### src/rtl/sdseq_pkg.sv
package sdseq_pkg;

  typedef enum logic [1:0] {
    HC_CKE  = 2'd0,
    HC_PALL = 2'd1,
    HC_AREF = 2'd2,
    HC_LMR  = 2'd3
  } host_cmd_e;

  typedef enum logic {SQ_IDLE, SQ_WAIT} seq_state_e;

  // {cs_n, ras_n, cas_n, we_n}
  localparam logic [3:0] PIN_NOP  = 4'b0111;
  localparam logic [3:0] PIN_PALL = 4'b0010;
  localparam logic [3:0] PIN_AREF = 4'b0001;
  localparam logic [3:0] PIN_LMR  = 4'b0000;

  // Mode word: burst 1, sequential, CAS latency, standard, single write burst
  function automatic logic [10:0] mode_word(input logic [1:0] cas);
    logic [10:0] w;
    w      = '0;
    w[6:4] = {1'b0, cas};
    w[9]   = 1'b1;
    return w;
  endfunction

  function automatic logic shape_legal(input logic [1:0] div, input logic [1:0] cas,
                                       input logic [2:0] banks, input logic [5:0] width,
                                       input logic [1:0] row);
    logic d_ok, c_ok, b_ok, w_ok, r_ok;
    d_ok = (div == 2'd2) || (div == 2'd3);
    c_ok = (cas == 2'd2) || (cas == 2'd3);
    b_ok = (banks == 3'd2) || (banks == 3'd4);
    w_ok = (width == 6'd8) || (width == 6'd16) || (width == 6'd32);
    r_ok = (row <= 2'd2);
    return d_ok && c_ok && b_ok && w_ok && r_ok;
  endfunction

  // log2 of capacity in bytes
  function automatic logic [4:0] cap_shift(input logic [5:0] width, input logic [2:0] banks,
                                           input logic [1:0] row, input logic [1:0] col);
    logic [4:0] s;
    s = 5'd19 + {3'b000, row} + {3'b000, col};
    if (width == 6'd16)      s = s + 5'd1;
    else if (width == 6'd32) s = s + 5'd2;
    s = s + ((banks == 3'd4) ? 5'd2 : 5'd1);
    return s;
  endfunction

  // Period per row in SDRAM cycles
  function automatic logic [31:0] per_row(input logic [31:0] tref, input logic [1:0] row);
    return tref >> (5'd11 + {3'b000, row});
  endfunction

endpackage

### src/rtl/sdseq_tick.sv
module sdseq_tick (
  input  logic clk,
  input  logic rst_n,
  input  logic div3,
  output logic tick
);
  logic [1:0] cnt;
  logic [1:0] last;

  assign last = div3 ? 2'd2 : 2'd1;
  assign tick = (cnt == 2'd0);

  always_ff @(posedge clk or negedge rst_n) begin
    if (!rst_n)     cnt <= '0;
    else if (tick)  cnt <= last;
    else            cnt <= cnt - 2'd1;
  end

  // SDRAM cycle starts are never back to back
  p_tick_gap_r5: assert property (@(posedge clk) disable iff (!rst_n) tick |=> !tick);

endmodule

### src/rtl/sdseq_cfg_check.sv
module sdseq_cfg_check
  import sdseq_pkg::*;
#(
  parameter int TREF_W = 24,
  parameter int CAP_W  = 29
) (
  input  logic [1:0]        div,
  input  logic [1:0]        cas,
  input  logic [2:0]        banks,
  input  logic [5:0]        width,
  input  logic [1:0]        row,
  input  logic [1:0]        col,
  input  logic [TREF_W-1:0] tref,
  output logic              ok,
  output logic [TREF_W-1:0] reload,
  output logic [CAP_W-1:0]  capacity
);
  logic [31:0] base;
  logic        long_enough;

  always_comb begin
    base        = per_row(32'(tref), row);
    long_enough = base > 32'd20;
    ok          = shape_legal(div, cas, banks, width, row) && long_enough;
    reload      = TREF_W'(base - 32'd20);
    capacity    = ok ? (CAP_W'(1) << cap_shift(width, banks, row, col)) : '0;
  end

endmodule

### src/rtl/sdseq_ref_timer.sv
module sdseq_ref_timer #(
  parameter int CNT_W = 24
) (
  input  logic             clk,
  input  logic             rst_n,
  input  logic             tick,
  input  logic             en,
  input  logic [CNT_W-1:0] reload,
  output logic             expire
);
  logic [CNT_W-1:0] cnt;

  assign expire = en && tick && (cnt == '0);

  always_ff @(posedge clk or negedge rst_n) begin
    if (!rst_n)      cnt <= '0;
    else if (!en)    cnt <= reload;
    else if (tick)   cnt <= (cnt == '0) ? reload : cnt - 1'b1;
  end

  // legal reload is at least 1, so expiries never come on consecutive cycles
  p_expire_gap_r11: assert property (@(posedge clk) disable iff (!rst_n) expire |=> !expire);

endmodule

### src/rtl/sdram_init_refresh_seq.sv
module sdram_init_refresh_seq
  import sdseq_pkg::*;
#(
  parameter int TW     = 4,
  parameter int ARG_W  = 16,
  parameter int TREF_W = 24,
  parameter int ADDR_W = 13,
  parameter int CAP_W  = 29
) (
  input  logic              clk,
  input  logic              rst_n,
  input  logic [1:0]        cfg_clk_div,
  input  logic [1:0]        cfg_cas,
  input  logic [2:0]        cfg_banks,
  input  logic [5:0]        cfg_width,
  input  logic [1:0]        cfg_row_code,
  input  logic [1:0]        cfg_col_code,
  input  logic [TW-1:0]     cfg_trp_m1,
  input  logic [TW-1:0]     cfg_trc_m1,
  input  logic [TW-1:0]     cfg_tmrd_m1,
  input  logic [TREF_W-1:0] cfg_tref,
  input  logic              req_valid,
  input  logic [1:0]        req_cmd,
  input  logic [ARG_W-1:0]  req_arg,
  output logic              busy,
  output logic              cfg_ok,
  output logic [CAP_W-1:0]  capacity,
  output logic              sd_cke,
  output logic              sd_cs_n,
  output logic              sd_ras_n,
  output logic              sd_cas_n,
  output logic              sd_we_n,
  output logic [1:0]        sd_ba,
  output logic [ADDR_W-1:0] sd_addr
);
  localparam logic [ADDR_W-1:0] PALL_ADDR = ADDR_W'(11'h400);

  // Named internal events
  logic              tick;
  logic              ref_expire;
  logic              accept;
  logic [TREF_W-1:0] reload;

  seq_state_e        state;
  logic [ARG_W-1:0]  wcnt, ar_left, job_arg;
  logic              job_v, ref_pend, init_done, cke_q;
  host_cmd_e         job_cmd;
  logic [3:0]        pins_q;
  logic [1:0]        ba_q;
  logic [ADDR_W-1:0] addr_q;
  logic [ARG_W-1:0]  trc_w;

  sdseq_tick u_tick (
    .clk(clk), .rst_n(rst_n), .div3(cfg_clk_div == 2'd3), .tick(tick)
  );

  sdseq_cfg_check #(.TREF_W(TREF_W), .CAP_W(CAP_W)) u_cfg (
    .div(cfg_clk_div), .cas(cfg_cas), .banks(cfg_banks), .width(cfg_width),
    .row(cfg_row_code), .col(cfg_col_code), .tref(cfg_tref),
    .ok(cfg_ok), .reload(reload), .capacity(capacity)
  );

  sdseq_ref_timer #(.CNT_W(TREF_W)) u_timer (
    .clk(clk), .rst_n(rst_n), .tick(tick), .en(init_done && cfg_ok),
    .reload(reload), .expire(ref_expire)
  );

  assign busy   = job_v || ref_pend || (state == SQ_WAIT);
  assign accept = req_valid && !busy && cfg_ok;
  assign trc_w  = ARG_W'(cfg_trc_m1);

  always_ff @(posedge clk or negedge rst_n) begin
    if (!rst_n) begin
      state     <= SQ_IDLE;
      wcnt      <= '0;
      ar_left   <= '0;
      job_v     <= 1'b0;
      job_cmd   <= HC_CKE;
      job_arg   <= '0;
      ref_pend  <= 1'b0;
      init_done <= 1'b0;
      cke_q     <= 1'b0;
      pins_q    <= PIN_NOP;
      ba_q      <= '0;
      addr_q    <= '0;
    end else begin
      if (accept) begin
        job_v   <= 1'b1;
        job_cmd <= host_cmd_e'(req_cmd);
        job_arg <= req_arg;
      end
      if (tick) begin
        pins_q <= PIN_NOP;
        addr_q <= '0;
        ba_q   <= '0;
        if (state == SQ_IDLE) begin
          if (job_v) begin
            job_v   <= 1'b0;
            state   <= SQ_WAIT;
            ar_left <= '0;
            case (job_cmd)
              HC_CKE: begin
                cke_q <= 1'b1;
                wcnt  <= job_arg;
              end
              HC_PALL: begin
                pins_q <= PIN_PALL;
                addr_q <= PALL_ADDR;
                wcnt   <= ARG_W'(cfg_trp_m1);
              end
              HC_AREF: begin
                pins_q  <= PIN_AREF;
                wcnt    <= trc_w;
                ar_left <= job_arg;
              end
              default: begin
                pins_q    <= PIN_LMR;
                addr_q    <= ADDR_W'(mode_word(cfg_cas));
                wcnt      <= ARG_W'(cfg_tmrd_m1);
                init_done <= 1'b1;
              end
            endcase
          end else if (ref_pend) begin
            ref_pend <= 1'b0;
            state    <= SQ_WAIT;
            pins_q   <= PIN_AREF;
            wcnt     <= trc_w;
            ar_left  <= '0;
          end
        end else begin
          if (wcnt != '0) begin
            wcnt <= wcnt - 1'b1;
          end else if (ar_left != '0) begin
            ar_left <= ar_left - 1'b1;
            pins_q  <= PIN_AREF;
            wcnt    <= trc_w;
          end else begin
            state <= SQ_IDLE;
          end
        end
      end
      if (ref_expire) ref_pend <= 1'b1;
    end
  end

  assign sd_cke = cke_q;
  assign {sd_cs_n, sd_ras_n, sd_cas_n, sd_we_n} = pins_q;
  assign sd_ba   = ba_q;
  assign sd_addr = addr_q;

  // an accepted request is reflected in busy on the next cycle
  p_accept_busy_r4: assert property (@(posedge clk) disable iff (!rst_n) accept |=> busy);
  // a command on the pins is always covered by busy
  p_cmd_busy_r10: assert property (@(posedge clk) disable iff (!rst_n)
    (pins_q != PIN_NOP) |-> busy);
  // pins only move on an SDRAM cycle start
  p_pins_on_tick_r5: assert property (@(posedge clk) disable iff (!rst_n)
    !tick |=> $stable(pins_q));
  // clock enable never drops once raised
  p_cke_hold_r12: assert property (@(posedge clk) disable iff (!rst_n) sd_cke |=> sd_cke);

endmodule

### config.mk
export PLATFORM = sky130hd
export DESIGN_NAME = sdram_init_refresh_seq
export DESIGN_NICKNAME = d
export VERILOG_FILES = /design/src/rtl/sdseq_pkg.sv /design/src/rtl/sdseq_tick.sv /design/src/rtl/sdseq_cfg_check.sv /design/src/rtl/sdseq_ref_timer.sv /design/src/rtl/sdram_init_refresh_seq.sv
export SDC_FILE = /design/constraint.sdc
export NUM_CORES = 1
export LEC_CHECK = 0
export BUFFER_PORTS_ARGS = -buffer_cell sky130_fd_sc_hd__buf_2
export CORE_MARGIN = 4
export CORE_UTILIZATION = 41
export DETAILED_ROUTE_END_ITERATION = 7
export GPL_ROUTABILITY_DRIVEN = 0
export GPL_TIMING_DRIVEN = 0
export SETUP_SLACK_MARGIN = 0.5
export SLEW_MARGIN = 5
export SYNTH_ARGS = -nofsm -noshare
export SYNTH_HDL_FRONTEND = slang
export SYNTH_SLANG_ARGS = --single-unit
### constraint.sdc
create_clock -name clk -period 9.25 [get_ports clk]
set_input_delay 0.4625 -clock clk [delete_from_list [all_inputs] [get_ports clk]]
set_output_delay 0.4625 -clock clk [all_outputs]
set_load 0.02 [all_outputs]
# [Yosys cells after proc, flatten, opt, wreduce, memory -nomap -nowiden]
# Cells that the tools add are included.
# W data, S select, Z words.
[op_classes] shift=2 n_reduce_logical=32 n_eq_ne=17 n_mux=43 bitwise=2 magnitude_cmp=2 add_sub_neg=11
[op_table] cell="$mux W16" count=11
[op_table] cell="$mux W24" count=3
[op_table] cell="$pmux W16 S3" count=1
[op_table] cell="$gt A32 B5 Y1 const B" count=1
[op_table] cell="$reduce_bool A16 Y1" count=2
[op_table] cell="$shr A24 B5 Y32" count=1
[op_table] cell="$sub A16 B1 Y16 const B" count=2
[op_table] cell="$mux W29" count=1
[op_table] cell="$shl A1 B5 Y29 const A" count=1
[op_table] cell="$logic_not A24 Y1" count=1
[op_table] cell="$sub A24 B1 Y24 const B" count=1
[op_table] cell="$sub A24 B5 Y24 const B" count=1
[op_table] cell="$mux W11" count=2
[op_table] cell="$pmux W11 S2" count=1
[op_table] cell="$mux W1" count=13
[op_table] cell="$reduce_and A4 Y1" count=3
[op_table] cell="$eq A2 B2 Y1 const B" count=5
[op_table] cell="$logic_and A1 B1 Y1" count=10
[op_table] cell="$mux W5" count=2
[op_table] cell="$mux W3" count=3
[op_table] cell="$pmux W3 S3" count=1
[op_table] cell="$mux W4" count=2
[op_table] cell="$logic_or A1 B1 Y1" count=7
[op_table] cell="$eq A6 B4 Y1 const B" count=1
[op_table] cell="other kinds (25)" count=33
[totals] inputBits=74 regBits=98 wordCells=122

# [Depth between registers and ports, before layout]
[depth] word_depth=12 ltp_mapped=16 depth_no_buf=14

# [Hierarchy]
# Synthesis repeated with hierarchy kept, for this count alone.
[hier_totals] cells_unflattened=775 hier_area_um2=6882.9
[by_module_without_submodules] module="sdram_init_refresh_seq" area_each_um2=3737.3 cells_per_inst=387 seq_area_each_um2=1555.2 n_inst=1
[by_module_without_submodules] module="sdseq_ref_timer" area_each_um2=1672.9 cells_per_inst=190 seq_area_each_um2=600.6 n_inst=1
[by_module_without_submodules] module="sdseq_cfg_check" area_each_um2=1393.8 cells_per_inst=191 seq_area_each_um2=0.0 n_inst=1
[by_module_without_submodules] module="sdseq_tick" area_each_um2=78.8 cells_per_inst=7 seq_area_each_um2=50.0 n_inst=1

# [Worst setup path before layout]
# Ideal clock, no wire load.
[synth_timing] kind="input -> output" start="input port cfg_row_code[1]" end="output port capacity[28]" slack_ns=4.537 path_stages=13 path_buffers=3 arrival_time_ns=4.250 cell_sequence="buf_4 clkbuf_1 clkbuf_1 inv_1 ha_1 inv_1 ha_1 ha_1 ha_1 nand2b_1 o311ai_0 mux2_2 nor4_1"
[synth_via] elab_chain_len=8 elab_cells_between_ends=15
[synth_lines] item="start, declared" line_no="sdram_init_refresh_seq.sv:16" text="input logic [1:0] cfg_row_code,"
[synth_lines] item="$add A5 B2 Y5 (2 in a row)" line_no="sdseq_pkg.sv:43" text="s = 5'd19 + {3'b000, row} + {3'b000, col};"
[synth_lines] item="$add A5 B2 Y5" line_no="sdseq_pkg.sv:45" text="else if (width == 6'd32) s = s + 5'd2;"
[synth_lines] item="$mux W5" line_no="sdseq_pkg.sv:45"
[synth_lines] item="$mux W5" line_no="sdseq_pkg.sv:44" text="if (width == 6'd16) s = s + 5'd1;"
[synth_lines] item="$add A5 B5 Y5" line_no="sdseq_pkg.sv:46" text="s = s + ((banks == 3'd4) ? 5'd2 : 5'd1);"
[synth_lines] item="$shl A1 B5 Y29" line_no="sdseq_cfg_check.sv:26" text="capacity = ok ? (CAP_W'(1) << cap_shift(width, banks, row, col)) : '0;"
[synth_lines] item="$mux W29 (*)" line_no="sdseq_cfg_check.sv:26"
[synth_lines] item="end, declared" line_no="sdram_init_refresh_seq.sv:27" text="output logic [CAP_W-1:0] capacity,"
# Mark *: on every way between the ends. The rest lies on a longest branch, timed or not.

# [Worst setup path after layout]
[layout_timing] start="input port cfg_row_code[1]" end="output port capacity[21]"
# The elaborated chain is that of the path after synthesis.

==> results.tsv <==
metric	value	unit
status	finished, final reports clean	
post-synthesis instance total	801	
Post-Synthesis Cell Area	0.00671	mm²
Max FO, Critical Path	10	
global route total overflow	0	
RSZ-0062 raised after global routing	no	
DRC	0	
CP arrival	4.72	ns
nets	1015	
CP required	8.79	ns
reg2reg path depth	8	
FF-to-FF End	wcnt[7]$_DFFE_PN0P_	
clock share of power	0.237	
Achievable Freq	0.193	GHz
Cell Rows	46	
largest net degree at the start of global routing	47	
Clk pin slew, worst setup/hold paths	0.06	ns
H-tree depth	3	
post-synth cell types	82	
Yosys reg bits	88	
max_cap viols	0	
post-route antenna net violation count	0	
CTS root buf	clkbuf_16	
wire per inst	17.3	µm
Comb power frac	0.401	
CTS Hold Buffers Added	0	
YS warnings	0	
Clock Tree Buf Depth	2	
1st-pass router iterations	5	
worst IR drop on VDD	0.0921	mV
via/cell ratio	5.83	
RR Startpoint	wcnt[6]$_DFFE_PN0P_	
final hold viol count	0	
NetSw	0.604	mW
HPWL Detailed	15100	µm
# Post-CTS Setup Buffers	0	
# diodes	0	
Worst slew margin	0.131	
initial DRC count	519	
final setup TNS	0	ns
Die X	136	µm
Switching Fraction	0.411	
R2R setup slack	5.91	ns
fin crit share	0.560	
starting density of the core	0.421	
Worst-Margin Slew	1.30	ns
max-slew violation count	0	
initial antenna violation count	0	
Top FF cell, synth	dfrtp_1	
vias	6670	
GR Util All Layers	0.220	
layout cell share with drive strength beyond 1	0.187	
Final Skew	0.00860	ns
Seq/Total Area, Yosys	0.329	
area growth from synthesis to layout	16.6	%
I/O Pins	125	
Num CTS Buffers	9	
die area	0.0185	mm²
Final Setup Violations	0	
Post-CTS Resized	0	
Final Power	1.47	mW
CP Capture Type	output port	
Die Ht	136	µm
Floorplan Core Area	0.0159	mm²
latest clock arrival within the worst-skew pair	0.35	ns
sequential group share of total power	0.362	
Period minus WS final	5.18	ns
Post-Route WL	19800	µm
type of the most critical hold path	input port to asynchronous set/reset pin	
startpoint class of the critical path	input port	
Finished Core Util	0.490	
EDFF count, synth	0	
count of input and output buffers	92	
WS Path Type	input port to output port	
vias in the first global route	6358	
TritonCTS Sinks	88	
Power Density	188	mW/mm²
internal power	0.867	mW
CTS tree	done	
P_leak	3.39	nW
Post-synth ARST share	1.00	
first-pass GRT wire length	32700	µm
average size of a mapped cell	8.37	µm²
## layout make-up
class | count | area, µm²
Fill cell | 1604 | 8120
Multi-Input combinational cell | 642 | 4140
Sequential cell | 88 | 2210
Timing Repair Buffer | 93 | 490
Buffer | 56 | 307
Tap cell | 216 | 270
Clock buffer | 13 | 250
Inverter | 34 | 128
Clock inverter | 3 | 25.0
## worst max-delay path, stage by stage
cell	delay (ns)
buf_2	0.10
buf_4	0.17
clkbuf_1	0.47
clkbuf_1	0.45
inv_1	0.13
ha_1	0.30
inv_1	0.04
ha_1	0.19
ha_1	0.40
ha_1	0.19
nand2b_1	0.07
o311ai_0	0.79
mux2i_1	0.65
nor3b_1	0.11
buf_2	0.19
## layer usage
layer | GRT usage | vias to the layer above | wire length, µm
met2 | 0.342 | 262 | 8690
met3 | 0.0289 | 37 | 1250
li1 | - | 3229 | -
met4 | 0.0795 | 0 | 504
met1 | 0.315 | 3142 | 9400
met5 | 0 | - | 0
## power by group through the flow
| stage | combinational [mW] | clock (mW) | sequential [mW] |
|---|---|---|---|
| 5_1_grt | 0.658 | 0.371 | 0.545 |
| 2_1_floorplan | 0.423 | 0 | 0.524 |
| 3_5_place_dp | 0.581 | 0 | 0.537 |
| 3_3_place_gp | 0.576 | 0 | 0.537 |
| 4_1_cts | 0.584 | 0.354 | 0.531 |
| 6_report | 0.590 | 0.348 | 0.532 |
## registers in the layout, summed over array words and instances, names as in the netlist
register	count
ref_pend	1
wcnt	16
sd_cke	1
u_timer.cnt	24
job_arg	16
state	1
job_v	1
u_tick.cnt	2
pins_q	3
sd_addr	4
init_done	1
job_cmd	2
ar_left	16
## cell usage after synthesis, types with 5 or more instances
library cell	instances	area (µm²)
a2bb2oi_1	6	52.6
a21oi_1	37	185
o21a_1	5	37.5
clkbuf_1	30	113
mux2_2	18	203
o31ai_1	12	90.1
buf_4	21	158
a22oi_1	7	52.6
nand4_1	8	50.1
nor2b_1	5	31.3
nor3_1	43	215
nor2_1	65	244
mux2i_1	19	190
a221o_1	9	90.1
or4_1	12	90.1
dfrtp_1	85	2130
o22ai_1	10	62.6
nand2_1	76	285
nand2b_1	8	50.1
nor4_1	19	119
a31oi_1	11	68.8
inv_1	33	124
o211ai_1	15	113
ha_1	15	188
mux2_1	9	101
a211oi_1	6	45.0
nand3_1	29	145
or2_2	9	56.3
a21o_1	7	52.6
or3_1	11	68.8
xnor2_1	6	52.6
o21ai_0	57	285
## worst max-delay path by stage
| stage | to | cells past startpoint | slack, ns | startpoint |
|---|---|---|---|---|
| final | capacity[21] | 15 | 4.07 | cfg_row_code[1] |
| after global routing | capacity[20] | 15 | 3.80 | cfg_row_code[1] |
| after CTS | capacity[21] | 15 | 4.13 | cfg_row_code[1] |
| after detailed placement | capacity[21] | 15 | 4.12 | cfg_row_code[1] |
| after global placement | capacity[22] | 15 | 4.10 | cfg_row_code[1] |
| after floorplan | capacity[28] | 13 | 4.54 | cfg_row_code[1] |
## logic make-up (layout without fill, tap and decap cells)
group                    after synthesis  count (layout)  synth area share
AND/OR/NAND/NOR                      308             308             0.232
AO/OA/AOI/OAI                        239             239             0.246
buffers and inverters                 90             199            0.0647
flip-flops                            88              88             0.329
multiplexers                          48              48            0.0804
adder cells (fa/ha/maj)               17              17            0.0340
XOR/XNOR                              10              10            0.0131
other                                  1              20          0.000559
## metrics by stage
step	setup WS (ns)	hold slack [ns]	cell area (µm²)	instances
after detailed placement	4.12	0.454	7540	1129
after CTS	4.13	0.126	7810	1145
after global placement	4.10	0.445	7510	1128
after floorplan	4.54	0.167	6780	820
final	4.07	0.109	7820	1145
after global routing	3.80	0.155	7820	1145
## layout by cell type, fill, tap and decap left out, drive strengths merged, types with 5 or more instances in the layout
master	count
o31ai	12
nor4	20
nand2b	8
nor3	43
mux2	27
or2	9
a22oi	7
a21oi	38
nand3	30
a21o	7
or3	11
xnor2	6
a211oi	6
a31oi	11
nor2	65
a2bb2oi	6
dfrtp	85
nor2b	5
conb	20
clkbuf	43
o22ai	10
or4	13
inv	34
nand2	76
o211ai	16
ha	15
mux2i	19
o21a	5
o21ai	61
nand4	8
a221o	9
buf	119
Note: power is estimated with default switching activity, not from simulation.
